[config.mk]
export PLATFORM = sky130hd
export DESIGN_NAME = paged_audio_regs
export DESIGN_NICKNAME = d
export VERILOG_FILES = /design/src/rtl/pac_pkg.sv /design/src/rtl/pac_addr_decode.sv /design/src/rtl/pac_ctrl_regs.sv /design/src/rtl/pac_chan_regs.sv /design/src/rtl/paged_audio_regs.sv
export SDC_FILE = /design/constraint.sdc
export NUM_CORES = 1
export LEC_CHECK = 0
export BUFFER_PORTS_ARGS = -buffer_cell sky130_fd_sc_hd__buf_2
export CAP_MARGIN = 20
export CORE_MARGIN = 3
export CORE_UTILIZATION = 65
export DETAILED_ROUTE_END_ITERATION = 10
export GPL_ROUTABILITY_DRIVEN = 0
export HOLD_SLACK_MARGIN = 0.1
export MAX_ROUTING_LAYER = met4
export PLACE_DENSITY = 0.84
export SLEW_MARGIN = 20
export SYNTH_ARGS = -nofsm -noshare
export SYNTH_HDL_FRONTEND = slang
export SYNTH_HIERARCHICAL = 1
export SYNTH_SLANG_ARGS = --single-unit
[constraint.sdc]
create_clock -name clk -period 6.14 [get_ports clk]
set_clock_uncertainty 0.1 [all_clocks]
set_input_delay 0 -clock clk [delete_from_list [all_inputs] [get_ports clk]]
set_output_delay 0 -clock clk [all_outputs]
set_load 0.02 [all_outputs]
[src/rtl/pac_pkg.sv]
package pac_pkg;
  localparam int unsigned REG_W  = 32;
  localparam int unsigned NUM_CH = 3;
  localparam int unsigned PAGE_W = 4;
  localparam int unsigned OFS_W  = 8;
  localparam int unsigned EFF_W  = OFS_W + PAGE_W;
  localparam int unsigned LANES  = REG_W / 8;
  localparam int unsigned CNT_W  = 16;

  typedef enum logic [1:0] {
    SZ_BYTE = 2'd0,
    SZ_HALF = 2'd1,
    SZ_WORD = 2'd2
  } acc_size_e;

  localparam logic [EFF_W-1:0] A_CTRL    = 12'h000;
  localparam logic [EFF_W-1:0] A_STAT    = 12'h004;
  localparam logic [EFF_W-1:0] A_PAGE    = 12'h00C;
  localparam logic [EFF_W-1:0] A_CODEC   = 12'h010;
  localparam logic [EFF_W-1:0] A_LEGACY  = 12'h01B;
  localparam logic [EFF_W-1:0] A_SCTL    = 12'h020;
  localparam logic [EFF_W-1:0] A_SCNT0   = 12'h024;
  localparam logic [OFS_W-1:0] PAGED_LO  = 8'h30;
  localparam logic [OFS_W-1:0] PAGED_HI  = 8'h3F;

  localparam logic [REG_W-1:0] CTRL_RST  = 32'h0000_0001;
  localparam int unsigned      INTEN_LSB = 8;

  function automatic logic [EFF_W-1:0] frame_base(input int ch);
    case (ch)
      0:       frame_base = 12'hC30;
      1:       frame_base = 12'hC38;
      default: frame_base = 12'hD30;
    endcase
  endfunction

  function automatic logic [EFF_W-1:0] scnt_addr(input int ch);
    scnt_addr = A_SCNT0 + EFF_W'(4 * ch);
  endfunction

  typedef enum logic [3:0] {
    RS_ONES, RS_CTL, RS_CTL_B, RS_STAT, RS_STAT_B, RS_PAGE, RS_CODEC,
    RS_SCTL, RS_SCNT, RS_SCNT_HI, RS_FADDR, RS_FCNT, RS_FCNT_LO,
    RS_FCNT_HI, RS_LEGACY
  } rd_sel_e;

  typedef struct packed {
    logic [LANES-1:0]  ctl_lane;
    logic [LANES-1:0]  sctl_lane;
    logic              page;
    logic              codec;
    logic [NUM_CH-1:0] scnt;
    logic [NUM_CH-1:0] faddr;
    logic [NUM_CH-1:0] fcnt;
  } wr_sel_t;
endpackage

[src/rtl/pac_addr_decode.sv]
module pac_addr_decode
  import pac_pkg::*;
(
  input  logic [PAGE_W-1:0] page,
  input  logic [OFS_W-1:0]  ofs,
  input  logic [1:0]        size,
  input  logic              wr,
  input  logic [REG_W-1:0]  wdata,
  output wr_sel_t           wsel,
  output rd_sel_e           rsel,
  output logic [1:0]        rd_ch,
  output logic [1:0]        rd_lane,
  output logic [REG_W-1:0]  wdata_rep
);
  logic             paged;
  logic [EFF_W-1:0] eff;

  always_comb begin
    paged = (ofs >= PAGED_LO) && (ofs <= PAGED_HI);
    eff   = paged ? {page, ofs} : {{PAGE_W{1'b0}}, ofs};
  end

  always_comb begin
    wsel      = '0;
    rsel      = RS_ONES;
    rd_ch     = 2'd0;
    rd_lane   = eff[1:0];
    wdata_rep = wdata;
    case (size)
      SZ_BYTE: begin
        wdata_rep = {LANES{wdata[7:0]}};
        if (eff[EFF_W-1:2] == A_CTRL[EFF_W-1:2]) begin
          wsel.ctl_lane[eff[1:0]] = wr;
          rsel = RS_CTL_B;
        end
        if (eff[EFF_W-1:2] == A_SCTL[EFF_W-1:2]) wsel.sctl_lane[eff[1:0]] = wr;
        if (eff[EFF_W-1:2] == A_STAT[EFF_W-1:2]) rsel = RS_STAT_B;
        if (eff == A_PAGE) begin
          wsel.page = wr;
          rsel = RS_PAGE;
        end
        if (eff == A_LEGACY) rsel = RS_LEGACY;
      end
      SZ_HALF: begin
        wdata_rep = {2{wdata[15:0]}};
        if (eff == A_CODEC) wsel.codec = wr;
        if (eff == A_CTRL) wsel.ctl_lane = {2'b00, wr, wr};
        if (eff == A_CTRL + 12'd2) wsel.ctl_lane = {wr, wr, 2'b00};
        for (int c = 0; c < NUM_CH; c++) begin
          if (eff == scnt_addr(c)) wsel.scnt[c] = wr;
          if (eff == scnt_addr(c) + 12'd2) begin
            rsel = RS_SCNT_HI;
            rd_ch = 2'(c);
          end
          if (eff == frame_base(c) + 12'd4) begin
            rsel = RS_FCNT_LO;
            rd_ch = 2'(c);
          end
          if (eff == frame_base(c) + 12'd6) begin
            rsel = RS_FCNT_HI;
            rd_ch = 2'(c);
          end
        end
      end
      SZ_WORD: begin
        if (eff == A_CTRL) begin
          wsel.ctl_lane = {LANES{wr}};
          rsel = RS_CTL;
        end
        if (eff == A_SCTL) begin
          wsel.sctl_lane = {LANES{wr}};
          rsel = RS_SCTL;
        end
        if (eff == A_PAGE) begin
          wsel.page = wr;
          rsel = RS_PAGE;
        end
        if (eff == A_STAT) rsel = RS_STAT;
        if (eff == A_CODEC) rsel = RS_CODEC;
        for (int c = 0; c < NUM_CH; c++) begin
          if (eff == scnt_addr(c)) begin
            wsel.scnt[c] = wr;
            rsel = RS_SCNT;
            rd_ch = 2'(c);
          end
          if (eff == frame_base(c)) begin
            wsel.faddr[c] = wr;
            rsel = RS_FADDR;
            rd_ch = 2'(c);
          end
          if (eff == frame_base(c) + 12'd4) begin
            wsel.fcnt[c] = wr;
            rsel = RS_FCNT;
            rd_ch = 2'(c);
          end
        end
      end
      default: ;
    endcase
  end
endmodule

[src/rtl/pac_ctrl_regs.sv]
module pac_ctrl_regs
  import pac_pkg::*;
(
  input  logic               clk,
  input  logic               rst_n,
  input  wr_sel_t            wsel,
  input  logic [REG_W-1:0]   wdata_rep,
  input  logic [NUM_CH-1:0]  chan_done,
  output logic [REG_W-1:0]   ctl_q,
  output logic [REG_W-1:0]   sctl_q,
  output logic [PAGE_W-1:0]  page_q,
  output logic [CNT_W-1:0]   codec_q,
  output logic [NUM_CH-1:0]  pend_q,
  output logic               irq
);
  logic [REG_W-1:0]  ctl_d, sctl_d;
  logic [PAGE_W-1:0] page_d;
  logic [CNT_W-1:0]  codec_d;
  logic [NUM_CH-1:0] pend_d;
  logic              ctl_en, sctl_en, pend_en;

  always_comb begin
    ctl_d  = ctl_q;
    sctl_d = sctl_q;
    for (int k = 0; k < int'(LANES); k++) begin
      if (wsel.ctl_lane[k])  ctl_d[k*8 +: 8]  = wdata_rep[k*8 +: 8];
      if (wsel.sctl_lane[k]) sctl_d[k*8 +: 8] = wdata_rep[k*8 +: 8];
    end
    ctl_en  = |wsel.ctl_lane;
    sctl_en = |wsel.sctl_lane;
    page_d  = wdata_rep[PAGE_W-1:0];
    codec_d = wdata_rep[CNT_W-1:0];
    for (int c = 0; c < NUM_CH; c++) begin
      pend_d[c] = (pend_q[c] | (chan_done[c] & sctl_q[INTEN_LSB+c]))
                & ~(sctl_q[INTEN_LSB+c] & ~sctl_d[INTEN_LSB+c]);
    end
    pend_en = (pend_d != pend_q);
  end

  always_ff @(posedge clk or negedge rst_n) begin
    if (!rst_n) begin
      ctl_q   <= CTRL_RST;
      sctl_q  <= '0;
      page_q  <= '0;
      codec_q <= '0;
      pend_q  <= '0;
    end else begin
      if (ctl_en)     ctl_q   <= ctl_d;
      if (sctl_en)    sctl_q  <= sctl_d;
      if (wsel.page)  page_q  <= page_d;
      if (wsel.codec) codec_q <= codec_d;
      if (pend_en)    pend_q  <= pend_d;
    end
  end

  assign irq = |pend_q;

  for (genvar k = 0; k < int'(LANES); k++) begin : g_lane_chk
    assert_ctl_lane_kept_R3: assert property (@(posedge clk) disable iff (!rst_n)
      !wsel.ctl_lane[k] |=> $stable(ctl_q[k*8 +: 8]));
    assert_sctl_lane_kept_R3: assert property (@(posedge clk) disable iff (!rst_n)
      !wsel.sctl_lane[k] |=> $stable(sctl_q[k*8 +: 8]));
  end

  for (genvar c = 0; c < NUM_CH; c++) begin : g_pend_chk
    assert_pend_needs_inten_R9: assert property (@(posedge clk) disable iff (!rst_n)
      $rose(pend_q[c]) |-> $past(sctl_q[INTEN_LSB+c]));
    assert_inten_fall_clears_R10: assert property (@(posedge clk) disable iff (!rst_n)
      ($past(sctl_q[INTEN_LSB+c]) && !sctl_q[INTEN_LSB+c]) |-> !pend_q[c]);
  end
endmodule

[src/rtl/pac_chan_regs.sv]
module pac_chan_regs
  import pac_pkg::*;
(
  input  logic                          clk,
  input  logic                          rst_n,
  input  wr_sel_t                       wsel,
  input  logic [REG_W-1:0]              wdata_rep,
  output logic [NUM_CH-1:0][CNT_W-1:0]  scnt_q,
  output logic [NUM_CH-1:0][REG_W-1:0]  faddr_q,
  output logic [NUM_CH-1:0][REG_W-1:0]  fcnt_q
);
  for (genvar c = 0; c < NUM_CH; c++) begin : g_ch
    logic [CNT_W-1:0] scnt_d;
    logic [REG_W-1:0] faddr_d, fcnt_d;

    always_comb begin
      scnt_d  = wdata_rep[CNT_W-1:0];
      faddr_d = wdata_rep;
      fcnt_d  = wdata_rep;
    end

    always_ff @(posedge clk or negedge rst_n) begin
      if (!rst_n) begin
        scnt_q[c]  <= '0;
        faddr_q[c] <= '0;
        fcnt_q[c]  <= '0;
      end else begin
        if (wsel.scnt[c])  scnt_q[c]  <= scnt_d;
        if (wsel.faddr[c]) faddr_q[c] <= faddr_d;
        if (wsel.fcnt[c])  fcnt_q[c]  <= fcnt_d;
      end
    end

    assert_frame_hold_R6: assert property (@(posedge clk) disable iff (!rst_n)
      !(wsel.faddr[c] || wsel.fcnt[c]) |=> ($stable(faddr_q[c]) && $stable(fcnt_q[c])));
  end
endmodule

[src/rtl/paged_audio_regs.sv]
module paged_audio_regs
  import pac_pkg::*;
#(
  parameter int unsigned ADDR_W = 16
) (
  input  logic              clk,
  input  logic              rst_n,
  input  logic [ADDR_W-1:0] bus_addr,
  input  logic [1:0]        bus_size,
  input  logic [31:0]       bus_wdata,
  input  logic              bus_wr,
  input  logic              bus_rd,
  output logic [31:0]       bus_rdata,
  output logic              irq,
  input  logic [2:0]        chan_done,
  output logic [2:0]        chan_enable,
  output logic [5:0]        chan_fmt,
  output logic [2:0]        chan_inten
);
  wr_sel_t                       wsel;
  rd_sel_e                       rsel;
  logic [1:0]                    rd_ch, rd_lane;
  logic [REG_W-1:0]              wdata_rep;
  logic [REG_W-1:0]              ctl_q, sctl_q, stat_w, rd_d, rd_q;
  logic [PAGE_W-1:0]             page_q;
  logic [CNT_W-1:0]              codec_q;
  logic [NUM_CH-1:0]             pend_q;
  logic [NUM_CH-1:0][CNT_W-1:0]  scnt_q;
  logic [NUM_CH-1:0][REG_W-1:0]  faddr_q, fcnt_q;

  pac_addr_decode u_dec (
    .page      (page_q),
    .ofs       (bus_addr[OFS_W-1:0]),
    .size      (bus_size),
    .wr        (bus_wr),
    .wdata     (bus_wdata),
    .wsel      (wsel),
    .rsel      (rsel),
    .rd_ch     (rd_ch),
    .rd_lane   (rd_lane),
    .wdata_rep (wdata_rep)
  );

  pac_ctrl_regs u_ctrl (
    .clk       (clk),
    .rst_n     (rst_n),
    .wsel      (wsel),
    .wdata_rep (wdata_rep),
    .chan_done (chan_done),
    .ctl_q     (ctl_q),
    .sctl_q    (sctl_q),
    .page_q    (page_q),
    .codec_q   (codec_q),
    .pend_q    (pend_q),
    .irq       (irq)
  );

  pac_chan_regs u_chan (
    .clk       (clk),
    .rst_n     (rst_n),
    .wsel      (wsel),
    .wdata_rep (wdata_rep),
    .scnt_q    (scnt_q),
    .faddr_q   (faddr_q),
    .fcnt_q    (fcnt_q)
  );

  always_comb begin
    stat_w = {irq, 24'h0, 2'b11, 2'b00, pend_q[0], pend_q[1], pend_q[2]};
    case (rsel)
      RS_CTL:     rd_d = ctl_q;
      RS_CTL_B:   rd_d = {24'h0, ctl_q[rd_lane*8 +: 8]};
      RS_STAT:    rd_d = stat_w;
      RS_STAT_B:  rd_d = {24'h0, stat_w[rd_lane*8 +: 8]};
      RS_PAGE:    rd_d = {{(REG_W-PAGE_W){1'b0}}, page_q};
      RS_CODEC:   rd_d = {{(REG_W-CNT_W){1'b0}}, codec_q};
      RS_SCTL:    rd_d = sctl_q;
      RS_SCNT:    rd_d = {{(REG_W-CNT_W){1'b0}}, scnt_q[rd_ch]};
      RS_SCNT_HI: rd_d = '0;
      RS_FADDR:   rd_d = faddr_q[rd_ch];
      RS_FCNT:    rd_d = fcnt_q[rd_ch];
      RS_FCNT_LO: rd_d = {16'h0, fcnt_q[rd_ch][15:0]};
      RS_FCNT_HI: rd_d = {16'h0, fcnt_q[rd_ch][31:16]};
      RS_LEGACY:  rd_d = 32'd5;
      default:    rd_d = '1;
    endcase
  end

  always_ff @(posedge clk or negedge rst_n) begin
    if (!rst_n)      rd_q <= '0;
    else if (bus_rd) rd_q <= rd_d;
  end

  assign bus_rdata   = rd_q;
  assign chan_enable = {ctl_q[4], ctl_q[5], ctl_q[6]};
  assign chan_fmt    = sctl_q[5:0];
  assign chan_inten  = sctl_q[INTEN_LSB +: NUM_CH];

  assert_rdata_hold_R2: assert property (@(posedge clk) disable iff (!rst_n)
    !bus_rd |=> $stable(bus_rdata));
  assert_irq_status_R9: assert property (@(posedge clk) disable iff (!rst_n)
    (bus_rd && rsel == RS_STAT) |=> (bus_rdata[31] == $past(irq)));
endmodule

* Word level (Yosys, flattened, before mapping)
Cells that the tools add are included.
** Word-level totals
- Word-level logic and storage cells :: 198
- Input bits :: 57
- Memory bits (writable) :: 0
- Latch bits :: 0
- Memory bits (read-only) :: 0
- Output and inout port bits :: 45
- Register bits :: 359
- Memories :: 0
** Operators by class
- Shift operators :: 2
- Div/mod/pow operators :: 0
- Equality and inequality tests :: 43
- Add/sub/neg operators :: 9
- $mul :: 0
- Magnitude comparators :: 5
- Reduce and logical (&&, ||, !) cells :: 17
- Multiplexer cells :: 81
- Bitwise gates (word level) :: 19
** Operator list (count)
- $pmux 32 s14 :: 1
- $eq 12x12->1 :: 12
- $bmux 32 s2 :: 2
- $add 12x3->12 const B :: 9
- $mux 4 :: 24
- $eq 12x6->1 const B :: 7
- $mux 12 :: 7
- $mux 32 :: 2
- $pmux 32 s2 :: 1
- $shiftx 32x6->8 :: 2
- $bmux 16 s2 :: 1
- $eq 4x4->1 const B :: 7
- $eq 12x5->1 const B :: 2
- $mux 3 :: 8
- $pmux 4 s3 :: 2
- $mux 1 :: 20
- $eq 4x3->1 const B :: 4
- $mux 16 :: 1
- $mux 2 :: 8
- $reduce_and 2->1 :: 8
- $eq 12x2->1 const B :: 1
- $eq 12x3->1 const B :: 1
- $eq 12x4->1 const B :: 1
- $logic_not 12->1 :: 1
- 25 further kinds :: 44

* Logic depth before layout (Yosys ltp)
- Word-level depth :: 21
- Depth in mapped cells :: 16

* Cells and area by module
Netlist, hierarchy kept.
** By module, submodules not included
- pac_chan_regs :: cells each 510, area an instance 10018.4 um2, times used 1
- paged_audio_regs :: cells each 557, area an instance 4459.3 um2, times used 1
- pac_ctrl_regs :: cells each 191, area an instance 3284.4 um2, times used 1
- pac_addr_decode :: cells each 187, area an instance 1183.6 um2, times used 1

* Least setup slack after synthesis
OpenSTA, ideal clock, no wires.
- Kind :: reg2reg
- Start point :: register u_ctrl.page_q[0]
- End point :: register rd_q[2], in the netlist bus_rdata[2]
- Stages on the path, launching flop included :: 12
- Path buffers :: 2
- Slack :: 3021 ps
- Setup time :: 126 ps
- Arrival :: 2893 ps
- Cells stage by stage :: dfrtp_1 -> or4_1 -> a21oi_1 -> o21ai_0 -> a31oi_1 -> buf_6 -> buf_6 -> mux2_4 -> a22o_1 -> a222oi_1 -> o2111ai_1 -> o32a_1
** RTL lines
- start: declaration :: line pac_ctrl_regs.sv:11 : output logic [PAGE_W-1:0] page_q,
- start signal: assignment :: line pac_ctrl_regs.sv:50 : if (wsel.page) page_q <= page_d;
- $mux 12 * :: line pac_addr_decode.sv:20 : eff = paged ? {page, ofs} : {{PAGE_W{1'b0}}, ofs};
- $eq 12x6->1 :: line pac_addr_decode.sv:70 : if (eff == A_SCTL) begin
- $mux 3 :: line pac_addr_decode.sv:70
- $mux 3 :: line pac_addr_decode.sv:74 : if (eff == A_PAGE) begin
- $mux 3 :: line pac_addr_decode.sv:78 : if (eff == A_STAT) rsel = RS_STAT;
- $mux 3 :: line pac_addr_decode.sv:79 : if (eff == A_CODEC) rsel = RS_CODEC;
- $mux 4 :: line pac_addr_decode.sv:81 : if (eff == scnt_addr(c)) begin
- $mux 4 :: line pac_addr_decode.sv:86 : if (eff == frame_base(c)) begin
- (+3 left out)
- $mux 4 :: line pac_addr_decode.sv:91 : if (eff == frame_base(c) + 12'd4) begin
- $mux 4 :: line pac_addr_decode.sv:81
- $mux 4 :: line pac_addr_decode.sv:86
- $mux 4 :: line pac_addr_decode.sv:91
- $pmux 4 s3 * :: line pac_addr_decode.sv:29 : case (size)
- net rsel[2] :: line paged_audio_regs.sv:21 : rd_sel_e rsel;
- $eq 4x4->1 (tied with other cells) :: line paged_audio_regs.sv:70 : case (rsel)
- $pmux 32 s14 * :: line paged_audio_regs.sv:70
- end signal: assignment :: line paged_audio_regs.sv:91 : else if (bus_rd) rd_q <= rd_d;
- end: declaration :: line paged_audio_regs.sv:24 : logic [REG_W-1:0] ctl_q, sctl_q, stat_w, rd_d, rd_q;
The timed path passes the listed nets; every way through them passes the cells marked *. The select of a mux whose other input is x is not followed.
A chain may end at the register's enable or synchronous reset.

* Worst setup path in the final report
- Start point :: input bus_addr[1]
- End point :: register rd_q[4], in the netlist bus_rdata[4]
** RTL lines
- start: declaration :: line paged_audio_regs.sv:8 : input logic [ADDR_W-1:0] bus_addr,
- $ge 8x6->1 / $le 8x6->1 (equally long branches) :: line pac_addr_decode.sv:19 : paged = (ofs >= PAGED_LO) && (ofs <= PAGED_HI);
- $logic_and 1x1->1 :: line pac_addr_decode.sv:19
- $mux 12 * :: line pac_addr_decode.sv:20
- $eq 12x6->1 :: line pac_addr_decode.sv:70
- $mux 3 :: line pac_addr_decode.sv:70
- $mux 3 :: line pac_addr_decode.sv:74
- $mux 3 :: line pac_addr_decode.sv:78
- $mux 3 :: line pac_addr_decode.sv:79
- (+5 left out)
- $mux 4 :: line pac_addr_decode.sv:91
- $mux 4 :: line pac_addr_decode.sv:81
- $mux 4 :: line pac_addr_decode.sv:86
- $mux 4 :: line pac_addr_decode.sv:91
- $pmux 4 s3 * :: line pac_addr_decode.sv:29
- net rsel[2] :: line paged_audio_regs.sv:21
- $eq 4x4->1 (tied with other cells) :: line paged_audio_regs.sv:70
- $pmux 32 s14 * :: line paged_audio_regs.sv:70
Marked as above.

==> summary.md <==
| Metric | Value |
|---|---|
| Vertical die dimension | 176.7 microns |
| Worst Hold Margin | 88.94 ps |
| Largest net degree at the start of global routing | 161 |
| Final setup violation count | 0 |
| Final period utilization | 74.38% |
| EDFF count, synth | 0 |
| Largest buffer count on any clock path | 3 |
| Worst-Margin Slew | 1252 ps |
| CTS-repair resized insts | 0 |
| Worst vdd ir | 0.1898 mV |
| Setup repair after global routing missed its margin | false |
| Leakage power of the design | 0.009187 uW |
| Initial antenna violation count | 5 |
| Die width | 176.7 microns |
| Clock insertion delay at the later pin of the skew report | 540 ps |
| Overall track demand over capacity in global routing | 37.32% |
| Gr busiest metal | met2 |
| Antenna Nets Post-Route | 0 |
| Type of the worst min-delay path | input pin to asynchronous set/reset pin |
| Cell Area, Placed | 19,270 sq um |
| Starting utilization of the core area | 67.09% |
| Master cell of the clock root buffer | clkbuf_16 |
| Slew HR | 16.56% |
| Global routing usage on met1 | 47.00% |
| Average routed wire per standard cell | 29.11 microns |
| Total wire length after detailed routing | 56,500 microns |
| Global-route wire length before repair | 86,570 microns |
| Final TNS setup | 0 ps |
| Slowest-stage cell, CP | nor3_2 |
| Final Cell Area | 20,960 sq um |
| Worst setup EP type | flop |
| Max frequency | 0.2190 GHz |
| Iteration-0 DRC Markers | 1,748 |
| Top_reg_cell synth | dfrtp_1 |
| Category of cells accounting for the largest share of critical-path delay | simple AND/OR/NAND/NOR gates |
| TritonCTS clock tree | done |
| Total instance count after detailed placement | 1,827 |
| Post-CTS clock slew at the launch and capture registers of the worst setup and hold paths | 60 ps |
| Detailed-routing iteration count for the pre-antenna-repair pass | 6 |
| Max capacitance violation total | 0 |
| Startpoint types | input pin |
| Per-instance average area after synthesis | 13.11 sq um |
| Number of nets produced by synthesis | 1,506 |
| Post-synth ARST share | 100.0% |
| Grt ovf | 0 |
| Flops & latches, synth | 359 |
| Total I/O pin count | 102 |
| Number of H-tree levels | 2 |
| Vias/cell | 7.129 |
| Area growth from synthesis to layout | 10.65% |
| HPWL after DPL | 33,780 microns |
| TritonCTS Buffers | 38 |
| Number of design rule violations left after detail routing | 0 |
| Max FO, Critical Path | 29 |
| Final count of pins violating max slew | 0 |
| Req. time, crit path | 6480 ps |
| Number of global-route vias before repair | 14,560 |
| Die Footprint | 31,230 sq um |
| Clock Sink Count | 359 |
| Grt met3 use | 9.610% |
| Total power density per cell area | 242.7 nW/um^2 |
| Net count of the finished layout | 1,594 |
| Largest stage delay on the critical path | 1070 ps |
| Non-filler cells in the finished layout | 1,941 |
| Number of failing hold endpoints at the final stage | 0 |
| Cells traversed along the worst timing path | dlygate4sd3_1, buf_2, or4bb_1, a21oi_1, o21ai_0, a31oi_2, inv_1, nor3_2, buf_4, a22o_1, a211oi_1, a31oi_1 |
| Netlist area before placement | 18,950 sq um |
| Fraction of final layout cells with drive strength greater than 1 | 36.75% |
| Core outline area | 28,240 sq um |
| Yosys warns | 6 |
| Sequential element share of the synthesized area | 47.42% |
| Met2 usage in global routing | 55.07% |
| Tmin final | 4567 ps |
| Count of port buffers added during placement | 93 |
| Setup Crit Path Kind | input pin to flop |
| Worst path bufs/invs | 4 |
| Number of core rows | 61 |
| Final Total Pwr | 5087 uW |
| Routed vias | 13,840 |
| Arrival time at the worst endpoint | 4910 ps |
| Outcome | completed |
| Post-synthesis cell count | 1,445 |
| Number of distinct library cells after synthesis | 72 |
==> placed cells by master (no fill, tap or decap), drive strengths merged, types with 4 or more instances in the layout <==
master / Yosys / final
a211oi: 11 / 11
a21oi: 28 / 28
a221oi: 27 / 27
a222oi: 5 / 5
a22o: 17 / 17
a22oi: 31 / 31
a31oi: 24 / 24
and3: 4 / 4
buf: 87 / 132
clkbuf: 40 / 55
clkinv: 1 / 7
dfrtp: 358 / 358
diode: 0 / 4
dlygate4sd3: 0 / 42
ha: 4 / 4
inv: 11 / 13
mux2: 352 / 352
mux2i: 79 / 79
nand2: 90 / 90
nand2b: 4 / 4
nand3: 11 / 11
nand3b: 5 / 5
nand4: 6 / 6
nor2: 59 / 59
nor2b: 9 / 9
nor3: 15 / 15
nor3b: 5 / 5
nor4: 4 / 4
nor4b: 11 / 11
o211ai: 7 / 7
o21ai: 44 / 44
o22a: 14 / 14
o22ai: 22 / 22
o2bb2ai: 9 / 9
or4b: 5 / 5
==> layout make-up <==
class                      instances  area, sq um
clock buffer                      54         1092
inverter                          12        45.04
tap                              378        473.0
antenna                            4        10.01
fill                            1683         7277
multi-input combinational        947         8990
timing repair buffer             175         1241
sequential                       359         8985
clock inverter                    12        126.4
==> worst register-to-register path, cell delays in order, from the launching register on <==
cell      delay, ps
dfrtp_1         450
or4_1           620
a21oi_1         250
o21ai_0         140
a31oi_2         780
inv_1           310
nor3_2         1070
buf_4           360
a22o_1          170
a211oi_1         50
a31oi_1         180
==> cell usage after synthesis (4+ instances only) <==
cell | number | area share, %
a211oi_1 | 11 | 0.44
a21oi_1 | 27 | 0.71
a221oi_1 | 27 | 1.2
a222oi_1 | 5 | 0.26
a22o_1 | 17 | 0.79
a22oi_1 | 31 | 1.2
a31oi_1 | 24 | 0.79
and3_1 | 4 | 0.13
buf_1 | 4 | 0.079
buf_12 | 22 | 2.3
buf_2 | 29 | 0.77
buf_4 | 15 | 0.59
buf_6 | 17 | 1.0
clkbuf_1 | 39 | 0.77
dfrtp_1 | 358 | 47
ha_1 | 4 | 0.26
inv_1 | 11 | 0.22
mux2_2 | 131 | 7.8
mux2_4 | 221 | 18
mux2i_1 | 79 | 4.2
nand2_1 | 90 | 1.8
nand2b_1 | 4 | 0.13
nand3_1 | 11 | 0.29
nand3b_1 | 5 | 0.20
nand4_1 | 6 | 0.20
nor2_1 | 59 | 1.2
nor2b_1 | 9 | 0.30
nor3_1 | 15 | 0.40
nor3b_1 | 5 | 0.20
nor4_1 | 4 | 0.13
nor4b_1 | 6 | 0.28
o211ai_1 | 7 | 0.28
o21ai_0 | 43 | 1.1
o22a_1 | 14 | 0.65
o22ai_1 | 22 | 0.73
o2bb2ai_1 | 9 | 0.42
==> worst paths after layout <==
path / start / to / slack [ps] / cells past startpoint
max: bus_addr[1] / bus_rdata[4]$_DFFE_PN0P_ / 1570 / 12
min: rst_n / u_chan/faddr_q[28]$_DFFE_PN0P_ / 90 / 2
max reg2reg: u_ctrl/page_q[0]$_DFFE_PN0P_ / bus_rdata[4]$_DFFE_PN0P_ / 1580 / 10
min reg2reg: bus_rdata[10]$_DFFE_PN0P_ / bus_rdata[10]$_DFFE_PN0P_ / 400 / 1
max in group asynchronous: rst_n / bus_rdata[10]$_DFFE_PN0P_ / 4290 / 3
min in group clk: bus_addr[5] / u_ctrl/page_q[0]$_DFFE_PN0P_ / 130 / 4
==> per-layer routing <==
layer  routed length [microns]  vias to the layer above
met2                     25090                     1015
met3                      6570                      307
met1                     20890                     7000
li1                          -                     5516
met4                      3948                        0
met5                         0                        -
==> sequential cells by signal, summed over array words and instances (netlist names) <==
signal	flops
u_chan/faddr_q	96
u_ctrl/ctl_q	32
u_ctrl/pend_q	3
u_ctrl/page_q	4
bus_rdata	32
u_chan/fcnt_q	96
u_ctrl/codec_q	16
u_ctrl/sctl_q	32
u_chan/scnt_q	48
==> power breakdown <==
part	total (uW)	internal [uW]	leakage (uW)	switching [uW]
Sequential	2440	2400	0.00484	37.9
Combinational	343	116	0.00375	227
Clock	2300	1330	0.000596	976
==> timing repair <==
action                                 CTS  global route
hold buffers                            42             0
setup endpoints to repair                0             0
endpoints found under the hold margin  384             0
setup buffers                            0             0
==> through the flow <==
step	util (%)	setup slack, ps
3_3_place_gp	68.24	1878
6_report	74.23	1573
3_5_place_dp	68.24	1822
2_1_floorplan	-	3021
5_1_grt	74.22	1511
4_1_cts	74.04	1785
==> cell families (layout without fill, tap and decap cells) <==
| kind of cell | after synthesis | after routing | share of synthesized area (%) |
|---|---|---|---|
| AOI/OAI and AO/OA | 264 | 264 | 9.946 |
| xor gates and xnor gates | 2 | 2 | 0.09247 |
| adders and majority gates | 4 | 4 | 0.2642 |
| buffers and inverters | 139 | 253 | 5.812 |
| DFF | 359 | 359 | 47.42 |
| muxes | 433 | 433 | 29.71 |
| other | 0 | 4 | 0 |
| and+or+nand+nor | 244 | 244 | 6.749 |
Note: power is estimated with default switching activity, not from simulation.
